**config.mk**
```make
export PLATFORM = sky130hd
export DESIGN_NAME = nineword_packer
export DESIGN_NICKNAME = d
export VERILOG_FILES = /design/src/rtl/nineword_pkg.sv /design/src/rtl/nineword_collector.sv /design/src/rtl/nineword_serializer.sv /design/src/rtl/nineword_packer.sv
export SDC_FILE = /design/constraint.sdc
export NUM_CORES = 1
export LEC_CHECK = 0
export ABC_CLOCK_PERIOD_IN_PS = 5900
export BUFFER_PORTS_ARGS = -buffer_cell sky130_fd_sc_hd__buf_4
export CORE_MARGIN = 5
export CORE_UTILIZATION = 46
export CTS_BUF_LIST = sky130_fd_sc_hd__clkbuf_4 sky130_fd_sc_hd__clkbuf_8 sky130_fd_sc_hd__clkbuf_16
export CTS_CLUSTER_SIZE = 8
export DETAILED_ROUTE_END_ITERATION = 8
export PLACE_DENSITY = 0.61
export SYNTH_ARGS = -nofsm -noshare
export SYNTH_HDL_FRONTEND = slang
export SYNTH_SLANG_ARGS = --single-unit
```
**constraint.sdc**
```tcl
create_clock -name clk -period 5.9 [get_ports clk]
set_input_delay 0.295 -clock clk [delete_from_list [all_inputs] [get_ports clk]]
set_output_delay 0.295 -clock clk [all_outputs]
set_load 0.05 [all_outputs]
```
**src/rtl/nineword_pkg.sv**
```systemverilog
package nineword_pkg;

  typedef enum logic {
    ST_COLLECT = 1'b0,
    ST_EMIT    = 1'b1
  } pk_state_e;

  // Word slot that an incoming value occupies inside the block.
  function automatic int unsigned slot_for(input int unsigned cnt,
                                           input logic swap,
                                           input logic is_cmd,
                                           input int unsigned group);
    if (is_cmd)
      return group - 1;
    if (swap)
      return cnt ^ 1;
    return cnt;
  endfunction

  // Most significant bit position of a word slot in the flattened block.
  function automatic int unsigned word_msb(input int unsigned slot,
                                           input int unsigned word_w,
                                           input int unsigned block_w);
    return block_w - 1 - slot * word_w;
  endfunction

endpackage

```
**src/rtl/nineword_collector.sv**
```systemverilog
module nineword_collector #(
  parameter int DATA_W = 8,
  parameter int GROUP  = 8,
  localparam int WORD_W  = DATA_W + 1,
  localparam int BLOCK_W = GROUP * WORD_W,
  localparam int CNT_W   = $clog2(GROUP + 1),
  localparam int SLOT_W  = $clog2(GROUP)
) (
  input  logic               clk,
  input  logic               rst_n,
  input  logic               clear_i,
  input  logic               wr_en_i,
  input  logic               wr_cmd_i,
  input  logic [SLOT_W-1:0]  wr_slot_i,
  input  logic [WORD_W-1:0]  wr_word_i,
  output logic [CNT_W-1:0]   count_o,
  output logic [BLOCK_W-1:0] block_o
);

  logic [CNT_W-1:0] count_q;

  // One register per word slot; unwritten slots stay zero (no-op words).
  for (genvar g = 0; g < GROUP; g++) begin : g_slot
    localparam int MSB = nineword_pkg::word_msb(g, WORD_W, BLOCK_W);
    logic [WORD_W-1:0] w_q;
    logic              hit;

    assign hit = wr_en_i && (wr_slot_i == SLOT_W'(g));

    always_ff @(posedge clk or negedge rst_n) begin
      if (!rst_n)
        w_q <= '0;
      else if (clear_i)
        w_q <= '0;
      else if (hit)
        w_q <= wr_word_i;
    end

    assign block_o[MSB -: WORD_W] = w_q;
  end

  always_ff @(posedge clk or negedge rst_n) begin
    if (!rst_n)
      count_q <= '0;
    else if (clear_i)
      count_q <= '0;
    else if (wr_en_i && wr_cmd_i)
      count_q <= CNT_W'(GROUP);
    else if (wr_en_i)
      count_q <= count_q + 1'b1;
  end

  assign count_o = count_q;

endmodule

```
**src/rtl/nineword_serializer.sv**
```systemverilog
module nineword_serializer #(
  parameter int BLOCK_W = 72,
  localparam int NBYTES = BLOCK_W / 8,
  localparam int IDX_W  = $clog2(NBYTES)
) (
  input  logic               clk,
  input  logic               rst_n,
  input  logic               active_i,
  input  logic               ready_i,
  input  logic [BLOCK_W-1:0] block_i,
  output logic [7:0]         byte_o,
  output logic               last_o,
  output logic               done_o
);

  logic [IDX_W-1:0]   idx_q;
  logic [BLOCK_W-1:0] shifted;
  logic               step;

  assign shifted = block_i << (8 * idx_q);
  assign byte_o  = shifted[BLOCK_W-1 -: 8];
  assign last_o  = (idx_q == IDX_W'(NBYTES - 1));
  assign step    = active_i && ready_i;
  assign done_o  = step && last_o;

  always_ff @(posedge clk or negedge rst_n) begin
    if (!rst_n)
      idx_q <= '0;
    else if (done_o)
      idx_q <= '0;
    else if (step)
      idx_q <= idx_q + 1'b1;
  end

endmodule

```
**src/rtl/nineword_packer.sv**
```systemverilog
module nineword_packer #(
  parameter int DATA_W = 8,
  parameter int GROUP  = 8
) (
  input  logic              clk,
  input  logic              rst_n,
  input  logic              swap_pairs,
  input  logic              in_valid,
  output logic              in_ready,
  input  logic              in_dc,
  input  logic [DATA_W-1:0] in_byte,
  input  logic              in_flush,
  output logic              out_valid,
  input  logic              out_ready,
  output logic [7:0]        out_byte,
  output logic              out_last
);

  import nineword_pkg::*;

  localparam int WORD_W  = DATA_W + 1;
  localparam int BLOCK_W = GROUP * WORD_W;
  localparam int CNT_W   = $clog2(GROUP + 1);
  localparam int SLOT_W  = $clog2(GROUP);

  pk_state_e state_q, state_d;

  logic [CNT_W-1:0]   grp_count;
  logic [BLOCK_W-1:0] block;
  logic [SLOT_W-1:0]  wr_slot;

  // Named internal events.
  logic collecting;
  logic cmd_blocked;
  logic accept;
  logic accept_cmd;
  logic accept_data;
  logic flush_close;
  logic full_close;
  logic go_emit;
  logic block_done;

  assign collecting  = (state_q == ST_COLLECT);
  assign cmd_blocked = collecting && in_valid && !in_dc && (grp_count != '0);
  assign in_ready    = collecting && !cmd_blocked;
  assign accept      = in_valid && in_ready;
  assign accept_cmd  = accept && !in_dc;
  assign accept_data = accept && in_dc;
  assign full_close  = accept_data && (grp_count == CNT_W'(GROUP - 1));
  assign flush_close = collecting && in_flush && !accept_cmd &&
                       ((grp_count != '0) || accept_data);
  assign go_emit     = accept_cmd || cmd_blocked || full_close || flush_close;

  assign wr_slot = SLOT_W'(slot_for(int'(grp_count), swap_pairs, !in_dc, GROUP));

  always_comb begin
    state_d = state_q;
    unique case (state_q)
      ST_COLLECT: if (go_emit)    state_d = ST_EMIT;
      ST_EMIT:    if (block_done) state_d = ST_COLLECT;
      default:                    state_d = ST_COLLECT;
    endcase
  end

  always_ff @(posedge clk or negedge rst_n) begin
    if (!rst_n)
      state_q <= ST_COLLECT;
    else
      state_q <= state_d;
  end

  nineword_collector #(
    .DATA_W (DATA_W),
    .GROUP  (GROUP)
  ) collect_i (
    .clk       (clk),
    .rst_n     (rst_n),
    .clear_i   (block_done),
    .wr_en_i   (accept),
    .wr_cmd_i  (!in_dc),
    .wr_slot_i (wr_slot),
    .wr_word_i ({in_dc, in_byte}),
    .count_o   (grp_count),
    .block_o   (block)
  );

  assign out_valid = (state_q == ST_EMIT);

  nineword_serializer #(
    .BLOCK_W (BLOCK_W)
  ) ser_i (
    .clk      (clk),
    .rst_n    (rst_n),
    .active_i (out_valid),
    .ready_i  (out_ready),
    .block_i  (block),
    .byte_o   (out_byte),
    .last_o   (out_last),
    .done_o   (block_done)
  );

endmodule

```
Word-level counts from Yosys, hierarchy flattened
Cells that the tools add are included.

Register bits: 81. Input bits: 15. Output and inout bits: 11. Logic and storage cells: 95.

Add/subtract/negate cells: 2. Equal/unequal tests: 9. Shifts and indexed selects: 1. Mux-type cells: 30. Bitwise operators: 2. Reduce and logical (&&, ||, !) cells: 40.

Operators with widths (number): $mux 9 (16); $shl 72x7->72 (1); $logic_and 1x1->1 (21); $mux 4 (5); $reduce_bool 2->1 (9); $eq 3x3->1 const B (4); $mux 3 (4); $add 4x1->4 const B (2); $eq 3x2->1 const B (2); $eq 4x3->1 const B (1); $eq 4x4->1 const B (1); $logic_or 1x1->1 (4); $mux 1 (4); $reduce_bool 4->1 (1); $eq 3x1->1 const B (1); $logic_not 1->1 (3); $logic_not 3->1 (1); $reduce_bool 3->1 (1); $not 1->1 (2); $pmux 1 s2 (1).

Longest topological paths before layout
Gate-level depths: netlist of the first run.

Depth in word-level cells: 14. Mapped depth: 10. Gate-level depth less buffers: 6.

Hierarchy
Synthesis of the first run repeated with hierarchy kept, for this count alone.

Cells, all modules: 463. Area total of the unflattened synthesis: 4269.1 um^2.

Modules (own cells, without submodules): nineword_collector (times used 1, cells each 357, area each 3260.6 um^2, seq. area each 1901.8 um^2); nineword_serializer (times used 1, cells each 91, area each 879.6 um^2, seq. area each 100.1 um^2); nineword_packer (times used 1, cells each 15, area each 128.9 um^2, seq. area each 25.0 um^2).

Worst setup path after synthesis of the first run
OpenSTA, ideal clock, no wires.

Path kind: reg-to-reg. Start point: register ser_i.idx_q[0]. End point: register state_q, in the netlist out_valid. Library setup time: 0.126 ns. Arrival: 2.203 ns. Path slack: 3.570 ns. Stages on the path, launching flop included: 11. Path buffers: 5. Clock period less this slack: 2.330 ns. Cell sequence: dfrtp_1 -> buf_4 -> buf_2 -> inv_1 -> ha_1 -> and3b_1 -> clkbuf_1 -> and2_1 -> buf_2 -> buf_2 -> nor2_1.

Cells in the longest elaborated chain, start to end: 4.

RTL lines: from (decl) (line nineword_serializer.sv:16) `logic [IDX_W-1:0] idx_q;`; from (signal assigned) (line nineword_serializer.sv:32) `idx_q <= idx_q + 1'b1;`; $eq 4x4->1 (line nineword_serializer.sv:22) `assign last_o = (idx_q == IDX_W'(NBYTES - 1));`; via out_last (line nineword_packer.sv:16) `output logic out_last`; $logic_and 1x1->1 (line nineword_serializer.sv:24) `assign done_o = step && last_o;`; $mux 1 (line nineword_packer.sv:60) `ST_EMIT: if (block_done) state_d = ST_COLLECT;`; $pmux 1 s2 (line nineword_packer.sv:58) `unique case (state_q)`; via state_d (line nineword_packer.sv:26) `pk_state_e state_q, state_d;`; to (signal assigned) (line nineword_packer.sv:69) `state_q <= state_d;`; to (decl) (line nineword_packer.sv:26).

The timed path passes the listed nets, and every way through them passes these cells. A chain may end at the register's enable or synchronous reset.

Final worst setup path of the first run
Start point: register ser_i.idx_q[1]. End point: output port out_byte[4].

Cells in the longest elaborated chain, start to end: 1.

RTL lines: $shl 72x7->72 (line nineword_serializer.sv:20) `assign shifted = block_i << (8 * idx_q);`; to (decl) (line nineword_packer.sv:15) `output logic [7:0] out_byte,`.

No other way between the ends.

==> results list, run 1 <==
- Of the cells placed in the final design, the portion with a size suffix greater than 1 is 17.38%.
- Global routing used 18.42% of the available tracks.
- Mean instance size in the synthesized netlist: 10.58 um^2
- The clock net in this run drives a total of 81 sinks.
* Family with the most delay on the worst path: flip-flops
* Count of nets left with antenna violations after detail routing: 0
- Number of vias after detailed routing: 2,882
- Routed met1 length: 4749 um
- Die span in x: 104.7 um
- Most frequent cell after synthesis: dfrtp_1
- Top cell type's share of synthesized area: 49.14%
- Number of gates resized after CTS: 0
* Nature of the critical path startpoint: flip-flop
- Dominant combinational cell family by area after synthesis: multiplexers
- Critical path capture point type: primary output
- Clock skew: 7.510 ps
- The clock reaches the later pin of the worst-skew pair after 350 ps.
- Number of hold-repair buffers added at the cts stage: 0
- VDD sags by at most 0.0001958 V.
- Total setup violations reported at the end of the flow: 0
* Mapped cell area: 4125 um^2
- Dividing the detail-routed via count by the number of cells gives 5.707.
* Peak clock frequency supported by timing: 365.2 MHz
- Synth Instances: 390
- In the finished design, the share of the clock period the worst path needs comes to 46.41%.
- Syn Nets: 409
- The number of antenna violations at the first check in global routing is 0.
- Crit path cell chain: mux4_2, o221ai_1, nand2_1, buf_4
- Starting DRC count in detailed routing: 171
- After the last flow step, the layout net total stands at 415.
- After clock tree synthesis, the setup repair step added 0 buffers.
- On the worst path, the slowest cell contributes a delay of 870 ps.
- The tree is rooted in a clkbuf_8.
- Unrepaired setup endpoints after global routing: no
- Crit path arrival time: 2440 ps
* Largest net degree at the start of global routing: 82
- Fin area: 4476 um^2
- Register bit total from synthesis: 81
- The die covers 10,960 um^2.
- After floorplanning, the core was sized to cover 8721 um^2.
- The total overflow left after global routing is 0.
- Ys async rst share: 100.0%
* CTS H-tree depth: 3
* Sequential-to-total area share from yosys stat: 49.14%
* Simple-gate portion of the synthesized area: 13.53%
- Effective utilization at floorplan: 47.30%
- Cell area reported after detailed placement: 4334 um^2
- dfrtp_1 takes more of the synthesized area than any other cell.
- Maximum fanout count along the critical path: 20
- The longest clock path from root to sink contains 2 buffers.
* Adder and majority cell fraction of the synthesized area: 1.213%
- Cell with the largest stage delay on the worst path: dfrtp_1
- CP Data Required Time: 5610 ps
- After clock tree synthesis, the clock-pin slew on the worst setup and hold paths is 80 ps.
* Count of input and output buffers: 25
- Number of enable flip-flop cells after synthesis: 0
* Routed wl met3: 409 um
* Synth Area in Compound Gates: 8.553%
- Top layer in use: met4
- The design draws 1.914 mW.
- During I/O placement, the number of pins put on the boundary was 26.
- Sorting the synthesized cells by area gives the leading types as dfrtp_1, mux2i_1, nor2_1.
* Area share of xor/xnor cells in the synthesized design: 0.4246%
* Die Span Y: 104.7 um
- The routed design has 9848 um of wire.
- Among all flip-flop cells after synthesis, the most frequent one is dfrtp_1.
* Class of the most critical hold timing path: input port to asynchronous set/reset pin
* Buffers and inverters on the worst path: 1
* Count of yosys warnings during synthesis: 0
* DRC Markers: 0
- Slew at the pin closest to its max-slew limit: 1086 ps
* Wire length of the first global-routing pass: 15,850 um
* Setup Crit Path Kind: flip-flop to primary output
* Hold Fails Final Rpt: 0
- The via count of the first global-routing pass came to 2,928.
- Final sum of negative setup slack: 0 ps
- Number of maximum-capacitance constraint violations: 0
* Antenna diodes: 0
- Summed over all nets, the half-perimeter wirelength after detailed placement is 6480 um.
- Clock tree synthesis inserted a total of 9 buffers.
* Placement row count: 34
* Total length of routed met2 wires: 4541 um
- The total count of max-transition violations in the final report came to 0.
* Placer Congestion: 0.8229
- The commonest cells after synthesis are dfrtp_1, nor2_1, mux2i_1.
- Area delta synth->final: 8.493%
* Outcome: complete, no violations
* Distinct cell type count of the synthesized netlist: 41
* Power density cells: 427.6 nW/um^2
- Share of cell area taken by muxes after synthesis: 22.32%
* Post-layout minimum cycle time: 2738 ps
* Drt first pass iters: 4
* Leak Pwr: 2.185 nW
- Relative slew slack: 27.29%
* Wire length per cell: 19.50 um
- TritonCTS built the clock tree.
metal layers:
layer	vias to the layer above	GRT usage, %
met3	17	4.192
met1	1440	26.69
met5	-	0
met4	0	5.388
li1	1372	-
met2	53	27.83
stage by stage:
stage / cells / hold WS [ps] / util (%) / worst slack (ps)
after detailed placement: 493 / 465.5 / 49.70 / 3264
final: 505 / 89.98 / 51.32 / 3162
after global placement: 493 / 456.6 / 49.70 / 3349
after global routing: 505 / 186.3 / 51.32 / 3044
after CTS: 505 / 157.2 / 51.32 / 3219
after floorplan: 390 / -0.5911 / - / 3570
placed cells by master (no fill, tap or decap), types with 4 or more instances in the layout:
cell type,instances
dfrtp_1,81
nor2_1,66
mux2i_1,65
nand2_1,31
buf_4,31
o21ai_0,15
nand3_1,12
a21oi_1,10
clkbuf_8,9
mux4_2,8
mux2_2,8
a31oi_1,8
o221ai_1,8
inv_1,4
nor4_2,4
a21o_1,4
ha_1,4
final timing paths:
path                                                        start                                      to  slack [ps]  cells past startpoint
setup / recovery                       ser_i.idx_q[1]$_DFFE_PN0P_                             out_byte[4]        3160                      4
hold / removal                                              rst_n        collect_i.count_o[0]$_DFFE_PN0P_          90                      1
setup reg to reg                       ser_i.idx_q[1]$_DFFE_PN0P_  collect_i.g_slot[3].w_q[7]$_DFFE_PN0P_        3240                      6
hold reg to reg            collect_i.g_slot[5].w_q[8]$_DFFE_PN0P_  collect_i.g_slot[5].w_q[8]$_DFFE_PN0P_         480                      2
max in group asynchronous                                   rst_n  collect_i.g_slot[0].w_q[8]$_DFFE_PN0P_        5130                      1
min in group clk                                            in_dc        collect_i.count_o[3]$_DFFE_PN0P_         190                      2
where the power goes:
| part | switching (mW) | leakage (nW) | total, mW | internal, mW |
|---|---|---|---|---|
| clock | 0.186 | 0.0771 | 0.333 | 0.147 |
| combinational | 0.473 | 1.00 | 0.762 | 0.288 |
| sequential | 0.134 | 1.10 | 0.819 | 0.685 |
final cells by class:
class | instances | area (um^2)
clock buffer | 10 | 131.4
clock inverter | 2 | 10.01
fill | 802 | 4245
inverter | 4 | 15.01
multi-input combinational | 269 | 1924
sequential | 81 | 2027
tap | 108 | 135.1
timing repair buffer | 31 | 232.7
flip-flops by register name (all words and copies together), names as in the netlist:
signal	cells
collect_i.count_o	4
collect_i.g_slot.w_q	72
out_valid	1
ser_i.idx_q	4
kinds of logic after synthesis:
logic type | after synthesis
buffers and inverters | 40
AND/OR/NAND/NOR | 127
XOR/XNOR | 2
adder cells (fa/ha/maj) | 4
multiplexers | 81
flip-flops | 81
AO/OA/AOI/OAI | 55
worst reg2reg max path, stage by stage (launching register included):
cell     delay (ps)
dfrtp_1         690
inv_1           240
ha_1            190
and3b_1         230
and2_2          570
buf_4           490
nor2_1          120
Power figures use the tool's default switching activity.
==> inputs of run 2 (changes only) <==
--- a/config.mk
+++ b/config.mk
@@ -5,14 +5,14 @@
 export SDC_FILE = /design/constraint.sdc
 export NUM_CORES = 1
 export LEC_CHECK = 0
-export ABC_CLOCK_PERIOD_IN_PS = 5900
+export ABC_CLOCK_PERIOD_IN_PS = 2400
 export BUFFER_PORTS_ARGS = -buffer_cell sky130_fd_sc_hd__buf_4
 export CORE_MARGIN = 5
 export CORE_UTILIZATION = 46
 export CTS_BUF_LIST = sky130_fd_sc_hd__clkbuf_4 sky130_fd_sc_hd__clkbuf_8 sky130_fd_sc_hd__clkbuf_16
 export CTS_CLUSTER_SIZE = 8
 export DETAILED_ROUTE_END_ITERATION = 8
-export PLACE_DENSITY = 0.61
+export PLACE_DENSITY = 0.64
 export SYNTH_ARGS = -nofsm -noshare
 export SYNTH_HDL_FRONTEND = slang
 export SYNTH_SLANG_ARGS = --single-unit
==> constraint.sdc (replaced) <==
create_clock -name clk -period 2.4 [get_ports clk]
set_input_delay 0.12 -clock clk [delete_from_list [all_inputs] [get_ports clk]]
set_output_delay 0.12 -clock clk [all_outputs]
set_load 0.05 [all_outputs]
==> results list, run 2 (synthesis results as in run 1) <==
- Number of vias after detailed routing: 3,039
* Power density cells: 1066 nW/um^2
- The via count of the first global-routing pass is 3,062.
- Net count of the finished layout: 424
* CP Data Required Time: 2280 ps
- Clock sink total: 81
- Die span in x: 104.7 um
- The routed design could run at a clock period as short as 2251 ps.
- Area delta synth->final: 12.37%
- Clock root buffer: clkbuf_8
- Critical path capture point type: primary output
- Max FFs per register: 72
* Clock skew: 9.663 ps
- The floorplan has 34 rows.
- Maximum clock path buffer count: 2
- Peak supply drop: 0.0005211 V
- The register with the most flip-flops in the final layout is collect_i.g_slot.w_q.
- Class of the most critical hold timing path: input port to flip-flop
- DP HPWL: 6826 um
* Number of maximum-capacitance constraint violations: 0
- Antenna diodes: 0
- At the end of the flow the core is filled with cells to 53.16%.
- Family with the most delay on the worst path: multiplexers
- The largest individual stage delay along the critical path comes from the cell mux4_2.
* Multi-input combinational cell area: 1924 um^2
- The number of setup buffers added after CTS is 0.
- Die Span Y: 104.7 um
- The die covers 10,960 um^2.
* Total setup violations reported at the end of the flow: 0
- Wire length per cell: 19.37 um
- Peak clock frequency supported by timing: 444.3 MHz
- Once placement finished, the instance area stood at 4444 um^2.
- OpenSTA, run right after detailed placement, puts the worst setup slack at 387.2 ps.
- Count of nets left with antenna violations after detail routing: 0
- Placer Congestion: 0.8593
- Drt first pass iters: 4
- Setup repair after global routing left no endpoint under its margin.
- For this run, the slowest stage of the critical path takes 560 ps.
- # placed instances: 501
- Hold Fails Final Rpt: 0
* Sum of internal, switching and leakage power: 4.940 mW
- In this run the tightest slew margin relative to its limit is 53.00%.
- The worst setup path is launched from a flip-flop.
- Routed wire length: 10,030 um
- In the final timing run, aggregate negative setup slack is 0 ps.
* TritonCTS clock tree: built
* Crit path arrival time: 2130 ps
* CTS H-tree depth: 3
- For the worst-skew pair, the clock arrives at the later sink with an insertion delay of 350 ps.
* Outcome: complete, no violations
- Fin. max-slew vios: 0
- The post-route netlist has 19.76% of its cells at a drive strength greater than 1.
* Fin area: 4636 um^2
- After clock tree synthesis, the clock-pin slew on the worst setup and hold paths is 90 ps.
- Vias per std cell: 5.867
- Commonest non-fill, non-tap cell in the layout: dfrtp_1
- Most frequent cells in the layout: dfrtp_1, nor2_1, mux2i_1, buf_4, nand2_1
- Buffers and inverters on the worst path: 2
* Wire length of the first global-routing pass: 16,770 um
* Cts bufs inserted: 9
- Setup Crit Path Kind: flip-flop to primary output
* Initial antenna violation count: 0
- Worst Slack Setup Final: 149.3 ps
* Count of input and output buffers: 25
* Overall overflow remaining after global route: 0
- FILL cells: 784
- For the pin with the worst max-slew slack, the measured transition is 703.2 ps.
- Worst-case hold slack: 18.91 ps
- Number of hold-repair buffers added at the cts stage: 1
- Effective utilization at floorplan: 47.30%
- Global-route usage over all layers: 19.24%
- The floorplan step defined a core boundary enclosing 8721 um^2.
* Leak Pwr: 2.258 nW
- The count of cells in the finished layout, fillers not included, comes to 518.
* Crit path cell chain: buf_12, mux4_2, o221ai_1, nand2_1, buf_4
* Final worst-path cycle share: 93.78%
- In this run, post-CTS repair resized a total of 0 instances.
* Largest net degree at the start of global routing: 46
* DRC Markers: 0
* Sequential cell area in the final layout: 2027 um^2
- Starting DRC count in detailed routing: 184
- In this run the worst path has a maximum fanout of 29.
- 26 I/O pins were placed.
run 2: changes by cell type in the layout (fill, tap and decap cells not counted):
cell / previous run / this run
buf_12: 0 / 4
buf_4: 31 / 35
clkbuf_8: 9 / 11
clkinvlp_4: 0 / 2
clkbuf_4: 1 / 0
clkinv_2: 2 / 3
dlygate4sd3_1: 0 / 1
run 2: final timing paths:
| check | cells after the start | from | slack (ps) | end |
|---|---|---|---|---|
| setup / recovery | 5 | ser_i.idx_q[0]$_DFFE_PN0P_ | 150 | out_byte[2] |
| hold / removal | 3 | in_flush | 20 | out_valid$_DFF_PN0_ |
| setup reg to reg | 4 | collect_i.count_o[0]$_DFFE_PN0P_ | 370 | collect_i.g_slot[4].w_q[0]$_DFFE_PN0P_ |
| hold reg to reg | 1 | collect_i.g_slot[1].w_q[8]$_DFFE_PN0P_ | 480 | collect_i.g_slot[1].w_q[8]$_DFFE_PN0P_ |
| max in group asynchronous | 3 | rst_n | 1500 | collect_i.g_slot[3].w_q[1]$_DFFE_PN0P_ |
| min in group asynchronous | 2 | rst_n | 270 | collect_i.g_slot[7].w_q[7]$_DFFE_PN0P_ |
run 2: power breakdown:
| group | switching (mW) | internal, mW | leakage [nW] |
|---|---|---|---|
| clock network | 0.508 | 0.427 | 0.0911 |
| registers | 0.279 | 1.68 | 1.10 |
| logic | 1.26 | 0.782 | 1.06 |
| total | 2.05 | 2.89 | 2.26 |
run 2: final cells by class:
cell class	count	share of cell area [%]
sequential	81	43.72
clock buffer	11	3.266
tap	108	2.915
inverter	4	0.3239
clock inverter	5	0.6478
timing repair buffer	40	7.611
multi-input combinational	269	41.51
run 2: layer usage:
layer | track usage [%] | vias up | wire (um)
li1 | - | 1397 | -
met1 | 29.28 | 1534 | 4902
met2 | 27.69 | 96 | 4470
met3 | 3.699 | 12 | 502
met4 | 6.210 | 0 | 158
met5 | 0 | - | 0
run 2: worst reg2reg max path: cells and delay by family (launching register included):
family	cells	cell delay (ps)
AND/OR/NAND/NOR	2	620
flip-flops	1	460
XOR/XNOR	1	510
multiplexers	1	330
